$ cat src/rtl/mpt_pkg.sv
package mpt_pkg;
   localparam int          MPT_MODE_W    = 2;
   localparam logic [1:0]  MPT_MODE_MASK = 2'd1;

   typedef enum logic {
      MASK_FROM_INST = 1'b0,
      MASK_FROM_SET  = 1'b1
   } mask_src_e;
endpackage

$ cat src/rtl/mpt_cam_match.sv
module mpt_cam_match #(
   parameter int SLOTS = 8,
   parameter int KEY_W = 17
) (
   input  logic [SLOTS-1:0]            slot_vld,
   input  logic [SLOTS-1:0][KEY_W-1:0] slot_key,
   input  logic [KEY_W-1:0]            probe,
   output logic [SLOTS-1:0]            hit
);
   for (genvar i = 0; i < SLOTS; i++) begin : g_cmp
      assign hit[i] = slot_vld[i] && (slot_key[i] == probe);
   end
endmodule

$ cat src/rtl/mpt_first_free.sv
module mpt_first_free #(
   parameter int SLOTS = 8,
   parameter int IDX_W = 3
) (
   input  logic [SLOTS-1:0] busy,
   output logic             found,
   output logic [IDX_W-1:0] idx
);
   always_comb begin
      found = 1'b0;
      idx   = '0;
      for (int i = SLOTS - 1; i >= 0; i--) begin
         if (!busy[i]) begin
            found = 1'b1;
            idx   = IDX_W'(i);
         end
      end
   end
endmodule

$ cat src/rtl/mpt_rel_queue.sv
module mpt_rel_queue #(
   parameter int DEPTH = 4,
   parameter int DW    = 17
) (
   input  logic          clk,
   input  logic          rst_n,
   input  logic          push,
   input  logic [DW-1:0] push_data,
   output logic          full,
   output logic          out_valid,
   output logic [DW-1:0] out_data,
   input  logic          out_ready
);
   if (DEPTH < 1) begin : g_bad_depth
      $error("mpt_rel_queue: DEPTH must be at least 1");
   end

   if (DEPTH == 1) begin : g_single
      logic          vld_q;
      logic [DW-1:0] data_q;
      always_ff @(posedge clk) begin
         if (!rst_n) begin
            vld_q  <= 1'b0;
            data_q <= '0;
         end else if (push && !vld_q) begin
            vld_q  <= 1'b1;
            data_q <= push_data;
         end else if (vld_q && out_ready) begin
            vld_q  <= 1'b0;
         end
      end
      assign full      = vld_q;
      assign out_valid = vld_q;
      assign out_data  = data_q;
   end else begin : g_ring
      localparam int PW = $clog2(DEPTH);
      localparam int CW = $clog2(DEPTH + 1);
      logic [DW-1:0] mem [DEPTH];
      logic [PW-1:0] wp, rp;
      logic [CW-1:0] fill;
      logic          do_push, do_pop;

      assign full      = (fill == CW'(DEPTH));
      assign out_valid = (fill != '0);
      assign out_data  = mem[rp];
      assign do_push   = push && !full;
      assign do_pop    = out_valid && out_ready;

      always_ff @(posedge clk) begin
         if (!rst_n) begin
            wp   <= '0;
            rp   <= '0;
            fill <= '0;
            for (int i = 0; i < DEPTH; i++) mem[i] <= '0;
         end else begin
            if (do_push) begin
               mem[wp] <= push_data;
               wp      <= (wp == PW'(DEPTH - 1)) ? '0 : wp + 1'b1;
            end
            if (do_pop) rp <= (rp == PW'(DEPTH - 1)) ? '0 : rp + 1'b1;
            case ({do_push, do_pop})
               2'b10:   fill <= fill + 1'b1;
               2'b01:   fill <= fill - 1'b1;
               default: fill <= fill;
            endcase
         end
      end
   end
endmodule

$ cat src/rtl/mask_pend_tracker.sv
module mask_pend_tracker
   import mpt_pkg::*;
#(
   parameter int WARP_W = 3,
   parameter int REG_W  = 6,
   parameter int MASK_W = 8,
   parameter int SLOTS  = 8,
   parameter int CNT_W  = 6,
   parameter int QDEPTH = 4,
   localparam int IDX_W = $clog2(SLOTS),
   localparam int AGG_W = CNT_W + IDX_W
) (
   input  logic                  clk,
   input  logic                  rst_n,
   input  logic [MPT_MODE_W-1:0] mode,
   input  logic                  iss_valid,
   input  logic [WARP_W-1:0]     iss_warp,
   input  logic [REG_W-1:0]      iss_reg,
   input  logic [MASK_W-1:0]     iss_act_mask,
   input  logic [MASK_W-1:0]     iss_set_mask,
   input  logic                  iss_from_set,
   input  logic [CNT_W-1:0]      iss_cnt,
   output logic                  iss_stall,
   input  logic                  cmp_valid,
   input  logic [WARP_W-1:0]     cmp_warp,
   input  logic [REG_W-1:0]      cmp_reg,
   input  logic [MASK_W-1:0]     cmp_mask,
   output logic                  cmp_ready,
   output logic                  rel_valid,
   input  logic                  rel_ready,
   output logic [WARP_W-1:0]     rel_warp,
   output logic [REG_W-1:0]      rel_reg,
   output logic [MASK_W-1:0]     rel_mask,
   input  logic [WARP_W-1:0]     agg_warp,
   input  logic [REG_W-1:0]      agg_reg,
   output logic [AGG_W-1:0]      agg_count
);
   localparam int KEY_W   = WARP_W + REG_W + MASK_W;
   localparam int CNT_MAX = (1 << CNT_W) - 1;

   if (SLOTS < 2) begin : g_bad_slots
      $error("mask_pend_tracker: SLOTS must be at least 2");
   end
   if (CNT_W < 2) begin : g_bad_cnt
      $error("mask_pend_tracker: CNT_W must be at least 2");
   end
   if (WARP_W < 1 || REG_W < 1 || MASK_W < 1) begin : g_bad_key
      $error("mask_pend_tracker: key fields must be at least one bit");
   end

   logic                       enabled;
   logic [MASK_W-1:0]          iss_mask_sel;
   logic [KEY_W-1:0]           iss_key, cmp_key, rel_key;
   logic [SLOTS-1:0]           slot_vld;
   logic [SLOTS-1:0][KEY_W-1:0] slot_key;
   logic [SLOTS-1:0][CNT_W-1:0] slot_cnt;
   logic [SLOTS-1:0]           iss_hit, cmp_hit, ovf_vec, zero_vec;
   logic                       free_found;
   logic [IDX_W-1:0]           free_idx;
   logic                       iss_live, iss_any_hit, iss_take, cmp_take;
   logic                       q_full, rel_push;

   assign enabled = (mode == MPT_MODE_MASK);

   always_comb begin
      case (mask_src_e'(iss_from_set))
         MASK_FROM_SET: iss_mask_sel = iss_set_mask;
         default:       iss_mask_sel = iss_act_mask;
      endcase
   end

   assign iss_key = {iss_warp, iss_reg, iss_mask_sel};
   assign cmp_key = {cmp_warp, cmp_reg, cmp_mask};

   mpt_cam_match #(.SLOTS(SLOTS), .KEY_W(KEY_W)) u_iss_cam (
      .slot_vld(slot_vld), .slot_key(slot_key), .probe(iss_key), .hit(iss_hit)
   );
   mpt_cam_match #(.SLOTS(SLOTS), .KEY_W(KEY_W)) u_cmp_cam (
      .slot_vld(slot_vld), .slot_key(slot_key), .probe(cmp_key), .hit(cmp_hit)
   );
   mpt_first_free #(.SLOTS(SLOTS), .IDX_W(IDX_W)) u_free (
      .busy(slot_vld), .found(free_found), .idx(free_idx)
   );

   assign iss_live    = iss_valid && enabled && (iss_reg != '0) && (iss_cnt != '0);
   assign iss_any_hit = |iss_hit;
   assign iss_stall   = iss_live && (iss_any_hit ? (|ovf_vec) : !free_found);
   assign iss_take    = iss_live && !iss_stall;
   assign cmp_ready   = !q_full;
   assign cmp_take    = cmp_valid && enabled && !q_full;

   for (genvar i = 0; i < SLOTS; i++) begin : g_slot
      logic             inc, dec, alloc;
      logic [CNT_W:0]   grown, net;

      assign grown = (CNT_W + 1)'(slot_cnt[i]) + (CNT_W + 1)'(iss_cnt);
      assign ovf_vec[i] = iss_hit[i] && (grown > (CNT_W + 1)'(CNT_MAX));

      assign inc   = iss_take && iss_hit[i];
      assign dec   = cmp_take && cmp_hit[i];
      assign alloc = iss_take && !iss_any_hit && (free_idx == IDX_W'(i));

      always_comb begin
         net = (CNT_W + 1)'(slot_cnt[i]);
         if (inc) net = net + (CNT_W + 1)'(iss_cnt);
         if (dec) net = net - 1'b1;
      end

      assign zero_vec[i] = dec && (net == '0);

      always_ff @(posedge clk) begin
         if (!rst_n) begin
            slot_vld[i] <= 1'b0;
            slot_key[i] <= '0;
            slot_cnt[i] <= '0;
         end else if (alloc) begin
            slot_vld[i] <= 1'b1;
            slot_key[i] <= iss_key;
            slot_cnt[i] <= iss_cnt;
         end else if (inc || dec) begin
            slot_cnt[i] <= net[CNT_W-1:0];
            if (net == '0) slot_vld[i] <= 1'b0;
         end
      end
   end

   assign rel_push = |zero_vec;

   mpt_rel_queue #(.DEPTH(QDEPTH), .DW(KEY_W)) u_relq (
      .clk(clk), .rst_n(rst_n),
      .push(rel_push), .push_data(cmp_key), .full(q_full),
      .out_valid(rel_valid), .out_data(rel_key), .out_ready(rel_ready)
   );

   assign {rel_warp, rel_reg, rel_mask} = rel_key;

   always_comb begin
      agg_count = '0;
      for (int i = 0; i < SLOTS; i++) begin
         if (slot_vld[i] && (slot_key[i][KEY_W-1:MASK_W] == {agg_warp, agg_reg}))
            agg_count = agg_count + AGG_W'(slot_cnt[i]);
      end
   end
endmodule

$ cat config.mk
export PLATFORM = sky130hd
export DESIGN_NAME = mask_pend_tracker
export DESIGN_NICKNAME = d
export VERILOG_FILES = /design/src/rtl/mpt_pkg.sv /design/src/rtl/mpt_cam_match.sv /design/src/rtl/mpt_first_free.sv /design/src/rtl/mpt_rel_queue.sv /design/src/rtl/mask_pend_tracker.sv
export SDC_FILE = /design/constraint.sdc
export NUM_CORES = 1
export LEC_CHECK = 0
export ABC_CLOCK_PERIOD_IN_PS = 17990
export BUFFER_PORTS_ARGS = -buffer_cell sky130_fd_sc_hd__buf_2
export CORE_MARGIN = 8
export CORE_UTILIZATION = 55
export CTS_BUF_LIST = sky130_fd_sc_hd__clkbuf_4 sky130_fd_sc_hd__clkbuf_8
export CTS_CLUSTER_DIAMETER = 200
export DETAILED_ROUTE_END_ITERATION = 6
export PLACE_DENSITY = 0.72
export SYNTH_ARGS = -nofsm -noshare
export SYNTH_HDL_FRONTEND = slang
export SYNTH_HIERARCHICAL = 1
export SYNTH_SLANG_ARGS = --single-unit
$ cat constraint.sdc
create_clock -name clk -period 17.99 [get_ports clk]
set_input_delay 3.598 -clock clk [delete_from_list [all_inputs] [get_ports clk]]
set_output_delay 3.598 -clock clk [all_outputs]
set_load 0.005 [all_outputs]
==> qor.csv <==
stage,metric,value,unit
cells_and_area,most-common-layout-cells,"xnor2_1, nand2_1, dfxtp_1, a21oi_1, nor2_1",
critical_path,slowest_stage,nor3_1,
synth,ys_seq_area_frac,0.2943,
floorplanning,die_height,209.6,um
synth,yosys_most_used_dff,dfxtp_1,
route,ant_nets,0,
route,drc,1,
hold_path,whs_path_depth,2,
synth,synth_top_family_by_area,XOR/XNOR gates,
cts,cts_max_path_buffers,3,
route,drt_iter0_drc,1447,
cells_and_area,antenna_cells,0,
critical_path,critical_path.top_delay_family,adder cells,
power,leakagePower,8.178,nW
synth,syn_avg_cell_area,8.849,um2
cells_and_area,design_area,0.02225,mm2
power,switchingPower,0.3872,mW
route,vias,17460,
sta,slew_violations,0,
cts,root_buffer,clkbuf_8,
sta,fmaxAchievable,63.93,MHz
route,wl_per_cell,22.27,um
synth,ys_ff_latch,269,
placement,finalWeightedCongestion,0.9798,
route,via_per_inst,6.077,
grt,grt_pass1_vias,16780,
cts,post_cts_buffers,0,
cts,ctsResizeCount,0,
synth,synth_area,0.02061,mm2
flow_run,max_cap_viol_count,0,
synth,synth_top_area_cell,dfxtp_1,
grt,grtUsageTotal,0.2846,
placement,numPortBuffers,93,
power,p_clk_frac,0.466,
synth,synthDistinctLibCells,83,
synth,synth_adder_area_share,0.07686,
sta,finalCritPeriodShare,0.8695,
critical_path,critPathMaxFanout,8,
critical_path,crit_type,primary input to primary output,
sta,timing.setup.tns,0,ns
power,p_int,1.091,mW
sta,slew_headroom,0.2577,
cells_and_area,n_fill_cell,3236,
sta,fin_skew,0.02665,ns
floorplanning,fp.dieW,209.6,um
critical_path,r2r_cells,24,
sta,hold_viol_final,0,
cells_and_area,nNetsFinal,2543,
synth,synth-simple-area-share,0.1914,
synth,synth-edff-count,68,
route,firstDrtPassIters,7,
floorplanning,start_util,0.5523,
floorplanning,dieArea,0.04392,mm2
critical_path,crit_top_cell,ha_1,
route,wirelength,64000,um
critical_path,critPathBufInv,3,
cts,cts_hold_buf,0,
cts,clk_pin_slew,0.06,ns
sta,setup_violations,0,
grt,grt_pass1_wl,97890,um
power,p_seq_frac,0.429,
cts,cts_inserted_buffers,48,
sta,max_slew.worst_pin.slew,1.085,ns
floorplanning,coreArea,0.03731,mm2
sta,grt_setup_unrepaired,false,
cells_and_area,mostFrequentLayoutCell,xnor2_1,
sta,hold_slack,0.5256,ns
critical_path,worstSetupEndpointType,primary output,
grt,antenna_found_initial,0,
cts,cts_max_level,2,
grt,grt.overflow.total,0,
floorplanning,ios,94,
synth,syn_inst,2329,
cts,clk_latency,0.64,ns
cells_and_area,drive_gt1_frac,0.1333,
critical_path,arrival,12.04,ns
cells_and_area,syn_to_final_growth,7.971,%
synth,synth_fp_nets,2511,
power,switching_share,0.2620,
synth,synth_warnings,6,
synth,synth_compound_area_frac,0.1282,
synth,synthMuxAreaShare,0.06405,
hold_path,hold_path.class,flip-flop to flip-flop,
run_status,outcome,finished with violations,
synth,synth.area.top_cells,"dfxtp_1, xnor2_1, edfxtp_1",
synth,yosysTopAreaCellShare,0.1953,
power,powerDensity,66.43,mW/mm2
cts,cts.sinks,269,
sta,fin_crit,15.64,ns
synth,ys_async_sr_fraction,0,
run_status,violations,design-rule violations,
placement,dp_hpwl,45620,um
cts,cts_tree,done,
critical_path,required,14.39,ns
floorplanning,rows,71,
placement,place_area,0.02110,mm2
critical_path,path_depth,37,
critical_path,slowest_delay,0.74,ns
synth,synth_xor_area_frac,0.1968,
grt,grt_max_degree,104,
power,pwr-share-comb,0.105,
power,irDropWorstVdd,0.04923,mV
critical_path,critical_path.startpoint_type,primary input,
==> registers in the layout, indices dropped and copies added (netlist names), named ones only <==
name	count
slot_cnt	48
slot_key	136
slot_vld	8
u_relq/g_ring.fill	3
u_relq/g_ring.mem	68
u_relq/g_ring.rp	2
u_relq/g_ring.wp	2
==> routing by layer <==
metal	GRT usage	part of all wire
met3	0.05116	0.083
met5	0	0
met4	0.1392	0.052
met1	0.3672	0.41
met2	0.4555	0.46
==> path summary, 6_finish.rpt <==
kind | from | slack, ns | end
hold reg to reg | slot_key[67]$_SDFFE_PN0P_ | 0.53 | slot_key[67]$_SDFFE_PN0P_
setup reg to reg | slot_key[62]$_SDFFE_PN0P_ | 9.70 | u_relq/g_ring.mem[2][4]$_SDFFCE_PN0P_
setup / recovery | agg_reg[5] | 2.35 | agg_count[8]
hold / removal | slot_key[67]$_SDFFE_PN0P_ | 0.53 | slot_key[67]$_SDFFE_PN0P_
==> area by class of cell <==
| cell class | count | area, um2 | share of cell area |
|---|---|---|---|
| Clock buffer | 67 | 853.3 | 0.03835 |
| Inverter | 49 | 188.9 | 0.008491 |
| Tap cell | 474 | 593.1 | 0.02665 |
| Multi-Input combinational cell | 1874 | 13590 | 0.6108 |
| Sequential cell | 269 | 6066 | 0.2726 |
| Timing Repair Buffer | 119 | 660.6 | 0.02969 |
| Clock inverter | 22 | 299.0 | 0.01344 |
==> power by group through the flow <==
| stage | Combinational (mW) | Clock [mW] | Sequential (mW) |
|---|---|---|---|
| after floorplan | 0.108 | 0 | 0.645 |
| after global placement | 0.148 | 0 | 0.647 |
| after detailed placement | 0.151 | 0 | 0.647 |
| after CTS | 0.152 | 0.695 | 0.634 |
| after global routing | 0.163 | 0.722 | 0.635 |
| final | 0.156 | 0.688 | 0.634 |
==> stage by stage <==
stage	cells	power [mW]	setup WS, ns	utilization
floorplan	2329	0.7528	3.779	-
global placement	2785	0.7952	2.657	0.5655
detailed placement	2785	0.7983	2.391	0.5655
CTS	2874	1.481	2.379	0.5964
global route	2874	1.521	1.724	0.5964
finish	2874	1.478	2.348	0.5964
==> kinds of logic after synthesis <==
| group | after synthesis |
|---|---|
| DFF | 269 |
| muxes | 106 |
| adders and majority gates | 117 |
| and+or+nand+nor | 778 |
| AOI/OAI and AO/OA | 410 |
| xor gates and xnor gates | 463 |
| buffers and inverters | 186 |
==> tightest hold or removal path, delay by kind of cell, from the launching register on <==
family / cells / cell delay (ns)
compound gates: 1 / 0.05
simple gates: 1 / 0.07
flops: 1 / 0.35
==> cell usage after synthesis, types with 6 or more instances <==
| master | count |
|---|---|
| xnor2_1 | 333 |
| nand2_1 | 289 |
| dfxtp_1 | 201 |
| a21oi_1 | 170 |
| nor2_1 | 145 |
| xor2_1 | 130 |
| ha_1 | 101 |
| a211oi_1 | 82 |
| and2_1 | 80 |
| clkbuf_1 | 72 |
| edfxtp_1 | 68 |
| nand4_1 | 64 |
| mux2i_1 | 52 |
| inv_1 | 48 |
| nand3_1 | 45 |
| mux2_2 | 37 |
| nor3_1 | 35 |
| o21ai_0 | 32 |
| buf_6 | 27 |
| a21o_1 | 26 |
| o21a_1 | 26 |
| nor4_1 | 25 |
| buf_4 | 21 |
| mux4_2 | 17 |
| o21bai_1 | 17 |
| fa_1 | 16 |
| nor2b_1 | 16 |
| nor4_2 | 14 |
| buf_2 | 13 |
| or4_1 | 11 |
| o211ai_1 | 9 |
| nand2b_1 | 8 |
| a31oi_1 | 6 |
| nor3_2 | 6 |
| or3_1 | 6 |
No activity file was read; power rests on OpenSTA's default activity.
